--- src/rtl/uart_dma_req_ctrl.sv ---
module uart_dma_req_ctrl #(
  parameter int DEPTH = 16,
  localparam int LW = $clog2(DEPTH + 1)
) (
  input  logic          clk,
  input  logic          rst_n,
  input  logic          reg_wr,
  input  logic [15:0]   reg_wdata,
  output logic [15:0]   reg_rdata,
  input  logic          fifo_dma_mode,
  input  logic [LW-1:0] rx_level,
  input  logic [LW-1:0] rx_trig,
  input  logic [LW-1:0] tx_free,
  input  logic          rx_timeout,
  input  logic          rx_pop,
  output logic          tx_dma_req,
  output logic          rx_dma_req,
  output logic          tout_irq,
  output logic          soft_rst,
  output logic          rts_n
);

  localparam logic [LW-1:0] FULL = LW'(DEPTH);
  localparam logic [LW-1:0] NEAR = LW'(DEPTH - 1);

  logic [7:0] ctrl;
  logic       pend_q, tx_q, rx_q, irq_q, rts_q;
  logic       unused_wbits;

  assign unused_wbits = ^reg_wdata[15:8];

  always_ff @(posedge clk or negedge rst_n)
    if (!rst_n)      ctrl <= '0;
    else if (reg_wr) ctrl <= reg_wdata[7:0];

  wire tx_en    = ctrl[0];
  wire rx_en    = ctrl[1];
  wire tout_sel = ctrl[4];
  wire srst     = ctrl[7];

  wire [LW-1:0] unit = ctrl[5] ? LW'(2) : LW'(1);
  wire rx_m1 = fifo_dma_mode & ctrl[3];
  wire tx_m1 = fifo_dma_mode & ctrl[2];

  wire rx_has  = rx_level != '0;
  wire rx_base = rx_m1 ? (rx_level >= rx_trig && rx_level >= unit)
                       : (rx_level >= unit);
  wire rx_cond = rx_base | (pend_q & rx_has & ~tout_sel);
  wire tx_cond = tx_m1 ? (tx_free == FULL) : (tx_free >= unit);

  wire [LW-1:0] rts_thr = ctrl[6] ? NEAR : rx_trig;

  always_ff @(posedge clk or negedge rst_n)
    if (!rst_n) begin
      pend_q <= 1'b0;
      irq_q  <= 1'b0;
      tx_q   <= 1'b0;
      rx_q   <= 1'b0;
      rts_q  <= 1'b0;
    end else begin
      if (srst || !rx_has || tout_sel) pend_q <= 1'b0;
      else if (rx_timeout)             pend_q <= 1'b1;

      if (srst)                        irq_q <= 1'b0;
      else if (rx_timeout && tout_sel) irq_q <= 1'b1;
      else if (rx_pop)                 irq_q <= 1'b0;

      tx_q  <= ~srst & tx_en & tx_cond;
      rx_q  <= ~srst & rx_en & rx_cond;
      rts_q <= rx_level >= rts_thr;
    end

  assign reg_rdata  = {8'h00, ctrl};
  assign soft_rst   = srst;
  assign tx_dma_req = tx_q;
  assign rx_dma_req = rx_q;
  assign tout_irq   = irq_q;
  assign rts_n      = rts_q;

endmodule

--- config.mk ---
export PLATFORM = sky130hd
export DESIGN_NAME = uart_dma_req_ctrl
export DESIGN_NICKNAME = d
export VERILOG_FILES = /design/src/rtl/uart_dma_req_ctrl.sv
export SDC_FILE = /design/constraint.sdc
export NUM_CORES = 1
export LEC_CHECK = 0
export ABC_AREA = 1
export BUFFER_PORTS_ARGS = -buffer_cell sky130_fd_sc_hd__buf_4
export CAP_MARGIN = 0
export CORE_ASPECT_RATIO = 0.9
export CORE_MARGIN = 5
export CORE_UTILIZATION = 35
export CTS_BUF_LIST = sky130_fd_sc_hd__clkbuf_4 sky130_fd_sc_hd__clkbuf_8
export DETAILED_ROUTE_END_ITERATION = 8
export GPL_ROUTABILITY_DRIVEN = 0
export HOLD_SLACK_MARGIN = 0.02
export PLACE_DENSITY = 0.66
export SLEW_MARGIN = 20
export SYNTH_ARGS = -nofsm -noshare
export SYNTH_HDL_FRONTEND = slang
export SYNTH_SLANG_ARGS = --single-unit
--- constraint.sdc ---
create_clock -name clk -period 2.45 [get_ports clk]
set_input_delay 0.1225 -clock clk [delete_from_list [all_inputs] [get_ports clk]]
set_output_delay 0.1225 -clock clk [all_outputs]
set_load 0.02 [all_outputs]
==> impl_metrics.py, run 1 <==
metrics = {
    "status": {
        "run_status": "completed",
    },
    "clocking": {
        "post_cts_setup_bufs": 0,
        "ctsHtreeMaxLevel": 1,
        "cts_buffers": 3,
        "tritoncts_clock_tree": "built",
        "clockBufferDepth": 2,
        "cell_chosen_for_the_clock_root": "sky130_fd_sc_hd__clkbuf_4",
        "clkSlewWorstSetupHoldPaths_ps": 80,
        "cts.sinks": 13,
        "clock_latency_ps": 270,
    },
    "detailed_routing": {
        "routed_wl_microns": 2210,
        "routed_vias": 821,
        "drt_iter0_drc": 31,
        "routedWlPerCell_microns": 12.0,
        "postRouteAntennaNets": 0,
        "drc": 0,
        "post_drt_via_cell_ratio": 4.44,
        "detailedRoute.firstPassIterationCount": 4,
    },
    "sta": {
        "setup_tns_ps": 0,
        "maxClockFrequency_mhz": 699,
        "slew_viol_final": 0,
        "setup_violations": 0,
        "rsz_0062_raised_after_global_routing": "no",
        "hold_viol": 0,
        "clock_skew_ps": 7.96,
        "timing.final.crit_share": 0.584,
        "final_period_minus_worst_setup_slack_ps": 1430,
    },
    "setup_path": {
        "crit-reg2reg-launch": "ctrl[6]",
        "worst_r2r_path_depth": 6,
        "cp-start-kind": "register",
        "rr_endpoint": "rts_n",
        "cp_cell_sequence": "or2_2, ha_1, inv_1, nand2_1, a21oi_1, o21ai_0",
        "worst_setup_path_startpoint": "ctrl[6]",
        "slowest_delay_ps": 430,
        "worst_setup_path_end_kind": "register",
        "wp_buf_inv": 1,
        "timing.critical_path.max_delay_family": "flip-flops",
        "crit_slowest_cell": "sky130_fd_sc_hd__dfrtp_1",
        "critPathRequiredTime_ps": 2590,
        "critical_path.max_fanout": 6,
        "crit_type": "register to register",
        "setup.worst_path.end": "rts_n",
        "arrival_ps": 1570,
        "worst-path-stages": 6,
        "ff2ff_setup_slack_ps": 1020,
    },
    "power": {
        "clock_power_share": 0.231,
        "cellInternalPower_mw": 0.407,
        "irDropWorstVdd_mv": 0.227,
        "power_switching_mw": 0.188,
        "leakagePower_nw": 0.742,
        "sequentialPowerShare": 0.422,
        "power.density_cell_area_nw_per_um2": 465,
        "power.combinational.fraction": 0.347,
        "swShare": 0.317,
    },
    "place": {
        "place.detailed.instances": 180,
        "place_hpwl_microns": 1910,
        "place.port_buffers": 41,
    },
    "floorplan": {
        "fp.dieArea_sq_um": 3850,
        "i_o_pin_count": 58,
        "die-width_microns": 64.9,
        "std_cell_rows": 17,
        "die_y_microns": 59.4,
        "core_region_area_sq_um": 2530,
        "initial_core_util": 0.375,
    },
    "cells_and_area": {
        "nets_final": 209,
        "synthToLayoutAreaGrowth_pct": 34.8,
        "post_layout_nonfiller_instances": 185,
        "post_route_cells_drive_above_1_share": 0.325,
        "mostFrequentLayoutCells": "sky130_fd_sc_hd__buf_4 (41), sky130_fd_sc_hd__nand2_1 (22), sky130_fd_sc_hd__inv_1 (18)",
        "num_antenna_cells": 0,
        "most_frequent_standard_cell_in_the_layout_excluding_fill_and_tap_cells": "sky130_fd_sc_hd__buf_4",
    },
    "yosys": {
        "synthesis.instances": 114,
        "synth-seq-area-share": 0.343,
        "syn_avg_cell_area_sq_um": 8.32,
        "ys_seq_elements": 13,
        "ys_types": 18,
        "post_synth_instance_area_sq_um": 948,
        "ranking_of_synthesized_cells_by_area": "sky130_fd_sc_hd__dfrtp_1 (34%), sky130_fd_sc_hd__ha_1 (18%), sky130_fd_sc_hd__nand2_1 (8.7%)",
        "synth_area_leader_cell": "sky130_fd_sc_hd__dfrtp_1",
        "synth_largest_type_area_fraction": 0.343,
        "synthesis.yosys.warnings": 0,
    },
    "global_route": {
        "first_global_vias": 795,
        "grt_antenna_before_repair": 0,
        "global_route_usage_over_all_layers": 0.116,
        "grt_max_degree": 14,
        "grt_first_pass_wirelength_microns": 3510,
        "grt-ovfl-total": 0,
    },
    "flow_run": {
        "drv.max_cap_violation_count": 0,
    },
    "worst_hold_path": {
        "holdCritPathClass": "primary input to register",
    },
}
## cells by family after synthesis
kind of cell             after synthesis  share of synthesized area
adder cells (fa/ha/maj)               14                      0.185
other                                  1                    0.00395
AO/OA/AOI/OAI                         15                     0.0897
flip-flops                            13                      0.343
multiplexers                           4                     0.0554
buffers and inverters                 28                      0.154
AND/OR/NAND/NOR                       39                      0.169
## how the worst min path moves through the flow
stage | endpoint | cells past startpoint | slack (ps) | from
floorplan | ctrl[0] | 0 | -170 | rst_n
global placement | tout_irq | 1 | -30 | rst_n
detailed placement | tout_irq | 1 | -20 | rst_n
CTS | ctrl[7] | 3 | 50 | reg_wdata[7]
global route | ctrl[7] | 3 | 50 | reg_wdata[7]
finish | ctrl[7] | 3 | 50 | reg_wdata[7]
## sequential cells by signal, summed over array words and instances, names as in the netlist
signal      flops
pend_q          1
tout_irq        1
tx_dma_req      1
rts_n           1
rx_dma_req      1
ctrl            8
## metal layers
metal  routed length, microns  GRT usage
met4                        0     0.0271
met1                      942      0.136
met3                      113     0.0380
met2                     1160      0.206
met5                        0          0
## tightest hold or removal path, stage by stage
cell	delay, ps
sky130_fd_sc_hd__buf_4	80
sky130_fd_sc_hd__nand2_1	30
sky130_fd_sc_hd__o21ai_0	60
## timing repair
item,4_1_cts,5_1_grt
resized for setup,0,0
hold buffers,1,0
hold endpoints to repair,13,0
## area by class of cell
cell class                      instances  area, sq um
Tap cell                               28         35.0
Sequential cell                        13          325
Fill cell                             244         1250
Timing Repair Buffer                   42          318
Inverter                               18         67.6
Clock buffer                            4         30.0
Multi-Input combinational cell         80          503
## synthesized netlist by cell type, drive strengths merged
cell      n
mux2      4
a21o      1
nand3     6
buf      10
nor2      9
o2111ai   1
a21oi     6
dfrtp    13
nand2    22
conb      1
or2       1
inv      18
o21ai     7
nor3b     1
ha       14
## power groups by stage
stage | registers (mW) | clock network (mW) | logic (mW)
floorplan | 0.278 | 0 | 0.0991
finish | 0.251 | 0.138 | 0.206
detailed placement | 0.255 | 0 | 0.208
global route | 0.254 | 0.155 | 0.231
CTS | 0.251 | 0.145 | 0.210
global placement | 0.255 | 0 | 0.201
## per-stage QoR
step	area (sq um)	total power, mW	hold slack, ps	worst slack [ps]	util
after floorplan	975	0.377	-173	1020	-
after global placement	1240	0.456	-27.5	1040	0.489
after detailed placement	1240	0.463	-21.4	1000	0.489
after CTS	1280	0.607	47.2	1000	0.505
after global routing	1280	0.640	45.5	951	0.505
final	1280	0.595	52.3	1020	0.505
Note: power is estimated with default switching activity, not from simulation.
==> run 2, diff against run 1 <==
- ABC_AREA: 1 -> 0
- PLACE_DENSITY: 0.66 -> 0.7
- clock period: 2.45 -> 1.3 ns (I/O delays scaled with it)
==> run 2 against run 1 <==
The flow now finishes with violations (negative setup slack). Global-route usage rose by 1.7 points. Register-to-register slack got worse by 1100 ps. Combinational power rose by 120%. Sequential cell count did not move. Die area fell by 3.2%. Clock power rose by 100%. Synthesized cell count fell by 16%. Non-clock buffer count rose by 11. Worst setup slack got worse by 1100 ps. Critical path depth did not move. Final cell count fell by 3.8%. Routed wire length rose by 4.1%. Critical endpoint unchanged. Largest cell class unchanged.
==> impl_metrics.py, run 2 <==
metrics = {
    "yosys": {
        "ys_seq_elements": 13,
        "post-synth-top-count-cell": "sky130_fd_sc_hd__ha_1",
        "synthesis.instances": 96,
        "syn_avg_cell_area_sq_um": 9.50,
        "synthAdderAreaFrac": 0.192,
        "dominantRegCellSynth": "sky130_fd_sc_hd__dfrtp_1",
        "synth_area_leader_cell": "sky130_fd_sc_hd__dfrtp_1",
        "ranking_of_synthesized_cells_by_area": "sky130_fd_sc_hd__dfrtp_1 (36%), sky130_fd_sc_hd__ha_1 (19%), sky130_fd_sc_hd__buf_4 (7.4%)",
        "synthesis.yosys.warnings": 0,
        "synth_mux_area_frac": 0.0617,
        "post_synth_instance_area_sq_um": 912,
        "count_of_flip_flops_with_a_built_in_enable_after_synthesis": 0,
        "synth_top_family_by_area": "adder cells",
        "async_flop_share": 1.00,
        "synth-xor-area-share": 0,
        "synth_compound_gate_area_share": 0.123,
        "ys_types": 25,
        "synth-seq-area-share": 0.357,
        "synthTopCellsByCount": "sky130_fd_sc_hd__ha_1 (14), sky130_fd_sc_hd__dfrtp_1 (13), sky130_fd_sc_hd__inv_1 (10), sky130_fd_sc_hd__buf_4 (9)",
        "synth_simple_gate_area_frac": 0.141,
        "synth_largest_type_area_fraction": 0.357,
    },
    "floorplan": {
        "die-width_microns": 63.8,
        "die_y_microns": 58.4,
        "fp.dieArea_sq_um": 3730,
        "std_cell_rows": 17,
        "i_o_pin_count": 58,
        "initial_core_util": 0.370,
        "core_region_area_sq_um": 2470,
    },
    "place": {
        "place_hpwl_microns": 1900,
        "place.port_buffers": 41,
    },
    "global_route": {
        "first_global_vias": 890,
        "grt-ovfl-total": 0,
        "grt_antenna_before_repair": 0,
        "grt_max_degree": 14,
        "grt_first_pass_wirelength_microns": 3940,
        "gr-usage-met2": 0.241,
        "gr-usage-met3": 0.0515,
        "grt.busiest_layer": "met2",
        "global_route_usage_over_all_layers": 0.133,
        "grtUsageMet1": 0.149,
    },
    "clocking": {
        "ctsHtreeMaxLevel": 1,
        "clockBufferDepth": 2,
        "cell_chosen_for_the_clock_root": "sky130_fd_sc_hd__clkbuf_4",
        "clock_latency_ps": 280,
        "cts.sinks": 13,
        "tritoncts_clock_tree": "built",
        "cts_buffers": 3,
        "clkSlewWorstSetupHoldPaths_ps": 90,
    },
    "status": {
        "violations_in_the_final_reports": "negative setup slack",
        "run_status": "finished with violations",
    },
    "cells_and_area": {
        "post_route_cells_drive_above_1_share": 0.447,
        "register_ranked_first_by_flip_flop_count": "ctrl",
        "synthToLayoutAreaGrowth_pct": 56.2,
        "mostFrequentLayoutCells": "sky130_fd_sc_hd__buf_4 (45), sky130_fd_sc_hd__ha_1 (11), sky130_fd_sc_hd__dfrtp_1 (11)",
        "number_of_flip_flops_under_the_largest_register_name": 8,
        "most_frequent_standard_cell_in_the_layout_excluding_fill_and_tap_cells": "sky130_fd_sc_hd__buf_4",
        "num_antenna_cells": 0,
        "nets_final": 202,
    },
    "sta": {
        "slew_viol_final": 0,
        "worst_slack_ps": -112,
        "clock_skew_ps": 4.66,
        "maxClockFrequency_mhz": 708,
        "final_period_minus_worst_setup_slack_ps": 1410,
        "timing.final.crit_share": 1.09,
        "rsz_0062_raised_after_global_routing": "yes",
        "final.hold.worst_slack_ps": 22.1,
        "setup_violations": 2,
        "hold_viol": 0,
    },
    "flow_run": {
        "drv.max_cap_violation_count": 0,
    },
    "detailed_routing": {
        "routed_wl_microns": 2300,
        "detailedRoute.firstPassIterationCount": 4,
        "post_drt_via_cell_ratio": 4.78,
        "postRouteAntennaNets": 0,
        "drt_iter0_drc": 26,
        "routed_vias": 851,
        "drc": 0,
        "routedWlPerCell_microns": 12.9,
    },
    "setup_path": {
        "crit_type": "register to register",
        "critical_path.max_fanout": 2,
        "worst_setup_path_end_kind": "register",
        "worst_r2r_path_depth": 6,
        "critPathRequiredTime_ps": 1460,
        "cp-start-kind": "register",
        "arrival_ps": 1580,
    },
    "power": {
        "post-layout-total-power_mw": 1.21,
        "power.density_cell_area_nw_per_um2": 846,
        "leakagePower_nw": 0.732,
        "irDropWorstVdd_mv": 0.584,
    },
    "worst_hold_path": {
        "holdCritPathClass": "primary input to register",
        "hold_path_depth": 3,
    },
}
## run 2: changes by cell type in the layout (fill, tap and decap cells not counted), sizes merged, moves of 2 or more
cell	previous run	this run
nand2	22	7
inv	18	10
dlygate4sd3	1	8
nand2b	0	5
nand3	6	1
buf	41	45
nor2	9	7
## run 2: report_power, final
part	switching, mW	internal, mW
clock network	0.139	0.140
logic	0.216	0.236
registers	0.0296	0.445
total	0.384	0.821
## run 2: cells by family after synthesis
family / after synthesis
buffers and inverters: 20
multiplexers: 5
AO/OA/AOI/OAI: 18
flip-flops: 13
AND/OR/NAND/NOR: 25
adder cells (fa/ha/maj): 14
other: 1
## run 2: final cells by class
| type | count | area [sq um] |
|---|---|---|
| clock buffers | 4 | 30.0 |
| fillers | 217 | 1040 |
| inverters | 10 | 40.0 |
| multi-input cells | 70 | 574 |
| flip-flops and latches | 13 | 328 |
| well taps | 28 | 35.0 |
| repair buffers | 53 | 418 |
## run 2: metrics by stage
stage | setup WS (ps) | TNS (ps) | utilization | cell area (sq um) | instances
2_1_floorplan | -161 | -161 | - | 963 | 103
3_3_place_gp | -83.9 | -105 | 0.506 | 1250 | 164
3_5_place_dp | -111 | -155 | 0.506 | 1250 | 164
4_1_cts | -136 | -148 | 0.554 | 1370 | 176
5_1_grt | -165 | -229 | 0.578 | 1430 | 178
6_report | -112 | -140 | 0.578 | 1430 | 178
## run 2: worst max-delay path, stage by stage, from the launching register on
cell	delay (ps)
sky130_fd_sc_hd__dfrtp_2	410
sky130_fd_sc_hd__or2_4	240
sky130_fd_sc_hd__ha_4	200
sky130_fd_sc_hd__nand2b_4	120
sky130_fd_sc_hd__a21o_1	160
sky130_fd_sc_hd__a21oi_2	110
sky130_fd_sc_hd__o21ai_1	60
## run 2: worst paths after layout
check / start / end / slack (ps)
min: reg_wdata[4] / ctrl[4] / 20
max reg2reg: ctrl[6] / rts_n / -110
max in group asynchronous: rst_n / ctrl[6] / 960
max: ctrl[6] / rts_n / -110
min in group asynchronous: rst_n / ctrl[0] / 160
min reg2reg: ctrl[0] / ctrl[0] / 550
## run 2: what timing repair did
item,CTS,global route
pin swaps,0,3
endpoints found under the hold margin,20,0
hold buffers,8,0
endpoints found under the setup margin,2,3
buffers inserted,0,2
gates resized for setup,2,6
## run 2: layer usage
layer / part of all wire / vias to the layer above
li1: - / 418
met1: 0.39 / 401
met2: 0.52 / 30
met3: 0.084 / 2
met4: 0.0043 / 0
met5: 0 / -
==> run 3, diff against run 2 <==
- PLACE_DENSITY: 0.7 -> 0.71
==> run 3 against run 2 <==
Total power about the same. Register-to-register slack improved by 20 ps. Sequential power about the same. Largest power group unchanged. Fmax increased by 1.4%. Highest routed layer unchanged. The run still ends with negative setup slack left. Global-route usage decreased by 0.20 points.
==> impl_metrics.py, run 3 (synthesis results as in run 2) <==
metrics = {
    "status": {
        "run_status": "finished with violations",
        "violations_in_the_final_reports": "negative setup slack",
    },
    "floorplan": {
        "initial_core_util": 0.370,
        "fp.dieArea_sq_um": 3730,
        "std_cell_rows": 17,
        "die-width_microns": 63.8,
        "core_region_area_sq_um": 2470,
        "die_y_microns": 58.4,
        "i_o_pin_count": 58,
    },
    "power": {
        "irDropWorstVdd_mv": 0.514,
        "swShare": 0.323,
        "post-layout-total-power_mw": 1.21,
        "power.density_cell_area_nw_per_um2": 855,
        "leakagePower_nw": 0.732,
        "sequentialPowerShare": 0.394,
        "cellInternalPower_mw": 0.816,
        "clock_power_share": 0.237,
        "power.combinational.fraction": 0.369,
        "power_switching_mw": 0.390,
    },
    "clocking": {
        "cell_chosen_for_the_clock_root": "sky130_fd_sc_hd__clkbuf_4",
        "cts_buffers": 3,
        "tritoncts_clock_tree": "built",
        "clock_latency_ps": 280,
        "cts.sinks": 13,
        "clockBufferDepth": 2,
        "clkSlewWorstSetupHoldPaths_ps": 90,
        "ctsHtreeMaxLevel": 1,
    },
    "cells_and_area": {
        "number_of_flip_flops_under_the_largest_register_name": 8,
        "synthToLayoutAreaGrowth_pct": 54.6,
        "post_layout_nonfiller_instances": 177,
        "register_ranked_first_by_flip_flop_count": "ctrl",
        "nets_final": 201,
        "mostFrequentLayoutCells": "sky130_fd_sc_hd__buf_4 (44), sky130_fd_sc_hd__ha_1 (12), sky130_fd_sc_hd__dfrtp_1 (11)",
        "most_frequent_standard_cell_in_the_layout_excluding_fill_and_tap_cells": "sky130_fd_sc_hd__buf_4",
        "num_antenna_cells": 0,
        "nFillCells": 236,
        "post_route_cells_drive_above_1_share": 0.450,
        "post-route-util": 0.572,
    },
    "setup_path": {
        "critPathRequiredTime_ps": 1470,
        "crit_type": "register to register",
        "crit_slowest_cell": "sky130_fd_sc_hd__dfrtp_2",
        "worst_setup_path_end_kind": "register",
        "slowest_delay_ps": 410,
        "cp-start-kind": "register",
        "wp_buf_inv": 0,
        "worst_r2r_path_depth": 6,
        "crit-reg2reg-launch": "ctrl[6]",
        "rr_endpoint": "rts_n",
        "ff2ff_setup_slack_ps": -90,
        "timing.critical_path.max_delay_family": "flip-flops",
        "worst-path-stages": 6,
        "critical_path.max_fanout": 2,
        "cp_cell_sequence": "or2_4, ha_4, nand2b_4, a21o_1, a21oi_2, o21ai_1",
        "arrival_ps": 1570,
    },
    "place": {
        "place.port_buffers": 41,
        "place_hpwl_microns": 1920,
        "place.detailed.instances": 164,
    },
    "detailed_routing": {
        "routed_wl_microns": 2330,
        "detailedRoute.firstPassIterationCount": 3,
        "post_drt_via_cell_ratio": 4.85,
        "drc": 0,
        "routedWlPerCell_microns": 13.2,
        "drt_iter0_drc": 20,
        "routed_vias": 859,
        "postRouteAntennaNets": 0,
    },
    "sta": {
        "final.hold.worst_slack_ps": 10.2,
        "clock_skew_ps": 3.20,
        "rsz_0062_raised_after_global_routing": "yes",
        "final_period_minus_worst_setup_slack_ps": 1390,
        "setup_violations": 1,
        "timing.final.crit_share": 1.07,
        "hold_viol": 0,
        "maxClockFrequency_mhz": 719,
        "slew_viol_final": 0,
        "worst_slack_ps": -91.8,
    },
    "global_route": {
        "global_route_usage_over_all_layers": 0.131,
        "grt_first_pass_wirelength_microns": 3910,
        "first_global_vias": 885,
        "grt-ovfl-total": 0,
        "grt_max_degree": 14,
        "grt_antenna_before_repair": 0,
    },
    "worst_hold_path": {
        "min_delay_worst_endpoint": "ctrl[4]",
        "holdCritStartpoint": "reg_wdata[4]",
        "hold_path_depth": 3,
        "holdCritPathClass": "primary input to register",
    },
    "flow_run": {
        "drv.max_cap_violation_count": 0,
    },
}
==> run 3: final cells by class <==
class | instances | area [sq um] | share of cell area
Multi-Input combinational cell | 70 | 567 | 0.402
Timing Repair Buffer | 52 | 410 | 0.291
Sequential cell | 13 | 328 | 0.232
Inverter | 10 | 40.0 | 0.0284
Tap cell | 28 | 35.0 | 0.0248
Clock buffer | 4 | 30.0 | 0.0213
==> run 3: worst reg2reg max path: stages (launching register included) <==
cell,delay (ps)
sky130_fd_sc_hd__dfrtp_2,410
sky130_fd_sc_hd__or2_4,240
sky130_fd_sc_hd__ha_4,200
sky130_fd_sc_hd__nand2b_4,130
sky130_fd_sc_hd__a21o_1,150
sky130_fd_sc_hd__a21oi_2,100
sky130_fd_sc_hd__o21ai_1,60
==> run 3: power groups by stage <==
stage	clock, mW	sequential, mW	combinational [mW]
final	0.285	0.476	0.445
after global routing	0.306	0.481	0.491
after CTS	0.294	0.475	0.425
after detailed placement	0	0.482	0.399
after floorplan	0	0.526	0.187
after global placement	0	0.479	0.387
==> run 3: metrics by stage <==
step           cell area [sq um]  TNS [ps]  setup WS (ps)
2_1_floorplan                963      -161           -161
3_3_place_gp                1250      -101          -83.5
3_5_place_dp                1250      -145          -94.5
4_1_cts                     1370      -115           -106
5_1_grt                     1410      -169           -159
6_report                    1410     -91.8          -91.8
==> run 3: worst max-delay path by stage <==
| stage | startpoint | endpoint |
|---|---|---|
| floorplan | ctrl[6] | rts_n |
| global placement | ctrl[6] | rts_n |
| detailed placement | ctrl[6] | rts_n |
| CTS | ctrl[6] | rts_n |
| global route | ctrl[6] | rts_n |
| finish | ctrl[6] | rts_n |
==> run 3: routing by layer <==
| layer | global-route usage | part of all wire |
|---|---|---|
| met5 | 0 | 0 |
| met4 | 0.0386 | 0.016 |
| met3 | 0.0477 | 0.082 |
| met2 | 0.225 | 0.51 |
| met1 | 0.154 | 0.39 |
==> run 3: timing repair <==
item                                    4_1_cts  5_1_grt
endpoints found under the setup margin        2        3
buffers inserted                              0        1
endpoints found under the hold margin        20        0
gates cloned                                  0        0
gates resized for setup                       2        6
hold buffers                                  8        0
